===== src/rtl/dual_dac_pkg.sv =====
package dual_dac_pkg;

    localparam int CH_COUNT  = 2;
    localparam int BYTE_W    = 8;
    localparam int WORD_W    = 2 * BYTE_W;
    localparam int ADDR_W    = 4;
    localparam int RANGE_W   = 2;
    localparam int RANGE_LSB = 4;

    localparam logic [ADDR_W-1:0] DAC_BASE   = 4'h4;
    localparam logic [ADDR_W-1:0] RANGE_ADDR = 4'hA;

    typedef enum logic [RANGE_W-1:0] {
        RNG_BIP_5   = 2'd0,
        RNG_BIP_10  = 2'd1,
        RNG_UNI_5   = 2'd2,
        RNG_UNI_10  = 2'd3
    } dac_range_e;

    localparam dac_range_e RANGE_AT_RESET = RNG_UNI_5;

    typedef struct packed {
        logic [BYTE_W-1:0] hi;
        logic [BYTE_W-1:0] lo;
    } dac_word_t;

    typedef struct packed {
        logic [CH_COUNT-1:0] lo_wr;
        logic [CH_COUNT-1:0] hi_wr;
        logic [CH_COUNT-1:0] wide_wr;
        logic                range_wr;
        logic                dac_rd;
    } bus_strobe_t;

    function automatic logic [ADDR_W-1:0] lo_addr(input int ch);
        return DAC_BASE + ADDR_W'(2 * ch);
    endfunction

    function automatic logic [ADDR_W-1:0] hi_addr(input int ch);
        return DAC_BASE + ADDR_W'(2 * ch + 1);
    endfunction

    function automatic int range_pos(input int ch);
        return RANGE_LSB + RANGE_W * ch;
    endfunction

    function automatic logic [WORD_W-1:0] code_mask(input int bits);
        return {WORD_W{1'b1}} << (WORD_W - bits);
    endfunction

endpackage


===== src/rtl/dual_dac_decode.sv =====
module dual_dac_decode
    import dual_dac_pkg::*;
(
    input  logic              bus_wr,
    input  logic              bus_wide,
    input  logic              bus_rd,
    input  logic [ADDR_W-1:0] bus_addr,
    output bus_strobe_t       strb
);

    logic [CH_COUNT-1:0] lo_hit;
    logic [CH_COUNT-1:0] hi_hit;

    for (genvar g = 0; g < CH_COUNT; g++) begin : g_hit
        assign lo_hit[g] = (bus_addr == lo_addr(g));
        assign hi_hit[g] = (bus_addr == hi_addr(g));
    end

    always_comb begin
        strb          = '0;
        strb.lo_wr    = bus_wr && !bus_wide ? lo_hit : '0;
        strb.wide_wr  = bus_wr &&  bus_wide ? lo_hit : '0;
        strb.hi_wr    = bus_wr ? hi_hit : '0;
        strb.range_wr = bus_wr && (bus_addr == RANGE_ADDR);
        strb.dac_rd   = bus_rd && (|lo_hit || |hi_hit);
    end

endmodule


===== src/rtl/dual_dac_chan.sv =====
module dual_dac_chan
    import dual_dac_pkg::*;
#(
    parameter int CODE_BITS = 16
) (
    input  logic              clk,
    input  logic              rst,
    input  logic              xfer_mode,
    input  logic              lo_wr,
    input  logic              hi_wr,
    input  logic              wide_wr,
    input  logic              dac_rd,
    input  logic [WORD_W-1:0] wdata,
    output dac_word_t         in_word,
    output logic [WORD_W-1:0] code
);

    localparam logic [WORD_W-1:0] MASK = code_mask(CODE_BITS);

    logic [WORD_W-1:0] direct_word;
    logic              direct_load;

    assign direct_word = wide_wr ? wdata : {wdata[BYTE_W-1:0], in_word.lo};
    assign direct_load = !xfer_mode && (wide_wr || hi_wr);

    always_ff @(posedge clk) begin
        if (rst) begin
            in_word <= '0;
        end else if (wide_wr) begin
            in_word <= wdata;
        end else begin
            if (lo_wr) in_word.lo <= wdata[BYTE_W-1:0];
            if (hi_wr) in_word.hi <= wdata[BYTE_W-1:0];
        end
    end

    always_ff @(posedge clk) begin
        if (rst) begin
            code <= '0;
        end else if (xfer_mode) begin
            if (dac_rd) code <= in_word & MASK;
        end else if (direct_load) begin
            code <= direct_word & MASK;
        end
    end

    p_xfer_hold_r5: assert property (@(posedge clk) disable iff (rst)
        xfer_mode && !dac_rd |=> $stable(code));

    p_indiv_hold_r7: assert property (@(posedge clk) disable iff (rst)
        !xfer_mode && !hi_wr && !wide_wr |=> $stable(code));

    p_reuse_low_r4: assert property (@(posedge clk) disable iff (rst)
        !xfer_mode && hi_wr && !lo_wr && !wide_wr
        |=> code[BYTE_W-1:0] == ($past(in_word.lo) & MASK[BYTE_W-1:0]));

    p_low_bits_zero_r10: assert property (@(posedge clk) disable iff (rst)
        (code & ~MASK) == '0);

endmodule


===== src/rtl/dual_dac_range.sv =====
module dual_dac_range
    import dual_dac_pkg::*;
(
    input  logic                           clk,
    input  logic                           rst,
    input  logic                           range_wr,
    input  logic [BYTE_W-1:0]              wdata,
    output logic [CH_COUNT-1:0][RANGE_W-1:0] rng
);

    for (genvar g = 0; g < CH_COUNT; g++) begin : g_sel
        always_ff @(posedge clk) begin
            if (rst) begin
                rng[g] <= RANGE_AT_RESET;
            end else if (range_wr) begin
                rng[g] <= wdata[range_pos(g) +: RANGE_W];
            end
        end
    end

    p_range_hold_r9: assert property (@(posedge clk) disable iff (rst)
        !range_wr |=> $stable(rng));

    p_range_reset_r1: assert property (@(posedge clk)
        rst |=> (rng[0] == RANGE_AT_RESET) && (rng[CH_COUNT-1] == RANGE_AT_RESET));

endmodule


===== src/rtl/dual_dac_loader.sv =====
module dual_dac_loader
    import dual_dac_pkg::*;
#(
    parameter int CODE_BITS = 16
) (
    input  logic        clk,
    input  logic        rst,
    input  logic        xfer_mode,
    input  logic [3:0]  bus_addr,
    input  logic        bus_wr,
    input  logic        bus_wide,
    input  logic        bus_rd,
    input  logic [15:0] bus_wdata,
    output logic [7:0]  bus_rdata,
    output logic [15:0] dac0_code,
    output logic [15:0] dac1_code,
    output logic [1:0]  dac0_range,
    output logic [1:0]  dac1_range
);

    localparam logic [WORD_W-1:0] MASK = code_mask(CODE_BITS);

    bus_strobe_t                     strb;
    dac_word_t                       in_word [CH_COUNT];
    logic [WORD_W-1:0]               code    [CH_COUNT];
    logic [CH_COUNT-1:0][RANGE_W-1:0] rng;
    logic [BYTE_W-1:0]               rd_next;

    dual_dac_decode u_decode (
        .bus_wr   (bus_wr),
        .bus_wide (bus_wide),
        .bus_rd   (bus_rd),
        .bus_addr (bus_addr),
        .strb     (strb)
    );

    for (genvar g = 0; g < CH_COUNT; g++) begin : g_ch
        dual_dac_chan #(.CODE_BITS(CODE_BITS)) u_chan (
            .clk       (clk),
            .rst       (rst),
            .xfer_mode (xfer_mode),
            .lo_wr     (strb.lo_wr[g]),
            .hi_wr     (strb.hi_wr[g]),
            .wide_wr   (strb.wide_wr[g]),
            .dac_rd    (strb.dac_rd),
            .wdata     (bus_wdata),
            .in_word   (in_word[g]),
            .code      (code[g])
        );
    end

    dual_dac_range u_range (
        .clk      (clk),
        .rst      (rst),
        .range_wr (strb.range_wr),
        .wdata    (bus_wdata[BYTE_W-1:0]),
        .rng      (rng)
    );

    always_comb begin
        rd_next = '0;
        for (int c = 0; c < CH_COUNT; c++) begin
            if (bus_addr == lo_addr(c)) rd_next = in_word[c].lo;
            if (bus_addr == hi_addr(c)) rd_next = in_word[c].hi;
        end
        if (bus_addr == RANGE_ADDR) begin
            for (int c = 0; c < CH_COUNT; c++) begin
                rd_next[range_pos(c) +: RANGE_W] = rng[c];
            end
        end
    end

    always_ff @(posedge clk) begin
        if (rst) begin
            bus_rdata <= '0;
        end else if (bus_rd) begin
            bus_rdata <= rd_next;
        end
    end

    assign dac0_code  = code[0];
    assign dac1_code  = code[1];
    assign dac0_range = rng[0];
    assign dac1_range = rng[1];

    p_reset_codes_r1: assert property (@(posedge clk)
        rst |=> (dac0_code == '0) && (dac1_code == '0));

    p_both_commit_r6: assert property (@(posedge clk) disable iff (rst)
        xfer_mode && strb.dac_rd
        |=> (dac0_code == ($past(in_word[0]) & MASK))
         && (dac1_code == ($past(in_word[1]) & MASK)));

    p_other_chan_r3: assert property (@(posedge clk) disable iff (rst)
        !xfer_mode && !strb.hi_wr[1] && !strb.wide_wr[1] |=> $stable(dac1_code));

    p_no_write_commit_r5: assert property (@(posedge clk) disable iff (rst)
        xfer_mode && bus_wr && !bus_rd |=> $stable(dac0_code) && $stable(dac1_code));

    p_unmapped_r11: assert property (@(posedge clk) disable iff (rst)
        bus_wr && !bus_rd && (bus_addr < 4'h4 || (bus_addr > 4'h7 && bus_addr != RANGE_ADDR))
        |=> $stable(dac0_code) && $stable(dac1_code)
         && $stable(dac0_range) && $stable(dac1_range));

endmodule


===== config.mk =====
export PLATFORM = sky130hd
export DESIGN_NAME = dual_dac_loader
export DESIGN_NICKNAME = d
export VERILOG_FILES = /design/src/rtl/dual_dac_pkg.sv /design/src/rtl/dual_dac_decode.sv /design/src/rtl/dual_dac_chan.sv /design/src/rtl/dual_dac_range.sv /design/src/rtl/dual_dac_loader.sv
export SDC_FILE = /design/constraint.sdc
export NUM_CORES = 1
export LEC_CHECK = 0
export ABC_AREA = 1
export BUFFER_PORTS_ARGS = -buffer_cell sky130_fd_sc_hd__buf_2
export CORE_MARGIN = 10
export CORE_UTILIZATION = 33
export CTS_CLUSTER_SIZE = 14
export DETAILED_ROUTE_END_ITERATION = 8
export REMOVE_ABC_BUFFERS = 1
export SLEW_MARGIN = 0
export SYNTH_ARGS = -nofsm -noshare
export SYNTH_HDL_FRONTEND = slang
export SYNTH_SLANG_ARGS = --single-unit

===== constraint.sdc =====
create_clock -name clk -period 1.4 [get_ports clk]
set_input_delay 0.28 -clock clk [delete_from_list [all_inputs] [get_ports clk]]
set_output_delay 0.28 -clock clk [all_outputs]
set_load 0.02 [all_outputs]

==> impl_results.md <==
- Number of synthesized register bits: 76
- Unrepaired setup endpoints after global routing: false
- Peak supply drop: 434.4 uV
- Hold Fails Final Rpt: 0
- Sw Share: 25.75%
- Placed Cells: 806
- Drt wl/cell: 15.24 um
- Clock tree root buffer cell: clkbuf_16
- Vias per inst: 4.906
- Die width: 128.6 um
- Most frequent cells in the layout: nand2_1, nor2_1, dfxtp_1
- Synth Area in Simple Gates: 36.64%
- Actual slew at the worst max-slew pin: 351.0 ps
- Layout area overhead: 26.97%
- Mux cell area share after synthesis: 0%
- Fin cells: 821
- Via count: 4028
- # fillers: 1194
- CP Max Fanout: 13
- Slew headroom: 76.54%
- RR Startpoint: g_ch[0].u_chan.in_word[12]
- FMAX: 812.5 MHz
- Num CTS Buffers: 9
- Commonest non-fill, non-tap cell in the layout: nand2_1
- First-pass DRT Iterations: 5
- Logic pwr share: 13.4%
- Reg power frac: 43.6%
- Layout Nets: 700
- Hold_sp: rst
- Die Span Y: 128.6 um
- DRC violations left: 0
- Initial antenna violation count: 0
- Clk pwr share: 43.0%
- Share of cells above drive strength 1: 22.42%
- Synth warnings: 0
- Tmin final: 1231 ps
- Clock transition at path regs: 60 ps
- Compound-Gate Fraction of Synth Area: 15.53%
- Switching power: 0.001346 W
- Vias in the first global route: 3819
- GPL Wtd Cong: 0.8823
- Leak: 2.378 nW
- Pwr/cell area: 1058 mW/mm^2
- Final Core Density: 43.10%
- Die Area: 0.01654 mm^2
- Port bufs: 69
- Synthesized area per cell: 6.711 um^2
- CTS hold repair buffers: 0
- Setup-failing EPs final: 0
- Synth Area in XOR/XNOR: 0%
- Critical path startpoint: bus_addr[3]
- Worst clock skew: 4.978 ps
- # diodes: 0
- Routed Antenna Nets: 0
- GR Util All Layers: 14.91%
- Max-cap violation count: 0
- Internal: 0.003882 W
- Worst-Skew Late Latency: 340 ps
- Post-Synth Adder-Cell Area: 0%
- GRT overflow: 0
- Core box area: 0.01147 mm^2
- Main combinational cell family by area after synthesis: simple AND/OR/NAND/NOR gates
- Outcome: complete, no violations
- First-pass GRT wire length: 19530 um
- Power consumption: 0.005228 W
- Seq/Total Area, Yosys: 39.09%
- Hold_ws: 212.0 ps
- Pins Over Slew Limit: 0
- Syn Inst Count: 580
- Buffer depth of the longest clock path: 2
- Worst hold-check path type: primary input to flop
- Final wirelength: 12510 um
- Largest net degree at the start of global routing: 70
- CTS sink cnt: 76
- Crit path required time: 1670 ps
- Initial Util: 33.94%
- CTS tree: yes
- Kind of critical path: primary input to flop
- Netlist cell types: 25
- Post-DP HPWL: 9421 um
- Mapped Area: 0.003892 mm^2
- IO Pins: 70
- Drt initial violations: 285
- H-tree levels: 3
- Crit path DAT: 1510 ps
- Final Cycle Share: 87.91%
- Critical Path Start Type: primary input
- Row count: 39
- Critical path capture point type: flop
[registers in the layout (all words and copies together) (netlist names)]
name and count:
u_range.rng 4, bus_rdata 8, g_ch.u_chan.code 32, g_ch.u_chan.in_word 32
[repair_timing]
| action | CTS | global route |
|---|---|---|
| buffers inserted | 0 | 0 |
| endpoints found under the setup margin | 0 | 1 |
| resized for setup | 0 | 1 |
[layout make-up]
class	instances	area [um^2]	area share, %
clock buffers	14	284.0	5.747
clock inverters	1	5.005	0.1013
inverters	51	191.4	3.873
multi-input cells	423	2036	41.19
flip-flops and latches	76	1521	30.78
well taps	143	178.9	3.620
repair buffers	113	725.7	14.68
[final timing paths]
kind	slack, ps	end	cells after the start
setup / recovery	170	g_ch[1].u_chan.in_word[2]	8
hold reg to reg	460	bus_rdata[5]	2
setup reg to reg	410	bus_rdata[4]	6
hold / removal	210	bus_rdata[4]	2
[cells in the mapped netlist]
cell        n  area [um^2]
nand2_1   144        540.5
nor2_1     81        304.0
dfxtp_1    76         1521
o21ai_0    57        285.3
inv_1      42        157.7
a21oi_1    39        195.2
nand3b_1   30        225.2
nand3_1    27        135.1
clkbuf_1   17        63.81
nand4_1    10        62.56
o21ai_1    10        50.05
inv_2       9        33.78
buf_2       8        40.04
o211ai_1    6        45.04
buf_4       3        22.52
nand2_4     3        33.78
nor2_2      3        18.77
nor2_4      3        33.78
a31oi_1     2        12.51
buf_6       2        22.52
nand2_2     2        12.51
nand3_4     2        35.03
nor3_2      2        20.02
a21oi_4     1        16.27
nor3_1      1        5.000
[per-stage QoR]
| step | TNS (ps) | area, um^2 | setup slack (ps) |
|---|---|---|---|
| global route | 0 | 4942 | 14.42 |
| finish | 0 | 4942 | 169.2 |
| CTS | 0 | 4937 | 88.80 |
| global placement | -6427 | 4648 | -230.6 |
| floorplan | -14690 | 3744 | -476.3 |
| detailed placement | -6947 | 4648 | -232.5 |
[routing by layer]
layer / global-route usage (%) / vias up / share of wire (%)
met5: 0 / - / 0
met4: 6.352 / 0 / 2.0
met3: 3.819 / 14 / 7.2
met2: 23.39 / 107 / 46
met1: 19.01 / 1840 / 45
li1: - / 2067 / -
[power groups by stage]
stage          sequential [W]  clock (W)  combinational, W
2_1_floorplan         0.00238          0          0.000309
3_3_place_gp          0.00232          0          0.000698
3_5_place_dp          0.00233          0          0.000703
4_1_cts               0.00228    0.00228          0.000707
5_1_grt               0.00229    0.00238          0.000776
6_report              0.00228    0.00225          0.000701
[kinds of logic after synthesis]
family,Yosys count
AO/OA/AOI/OAI,115
buffers and inverters,81
flip-flops,76
AND/OR/NAND/NOR,308
[worst max-delay path, stage by stage]
cell and delay [ps]:
buf_2 120, buf_4 130, inv_2 40, nand2_1 130
nor2_1 180, nand2_1 240, buf_4 240, a21oi_1 140
No activity file was read; power rests on OpenSTA's default activity.
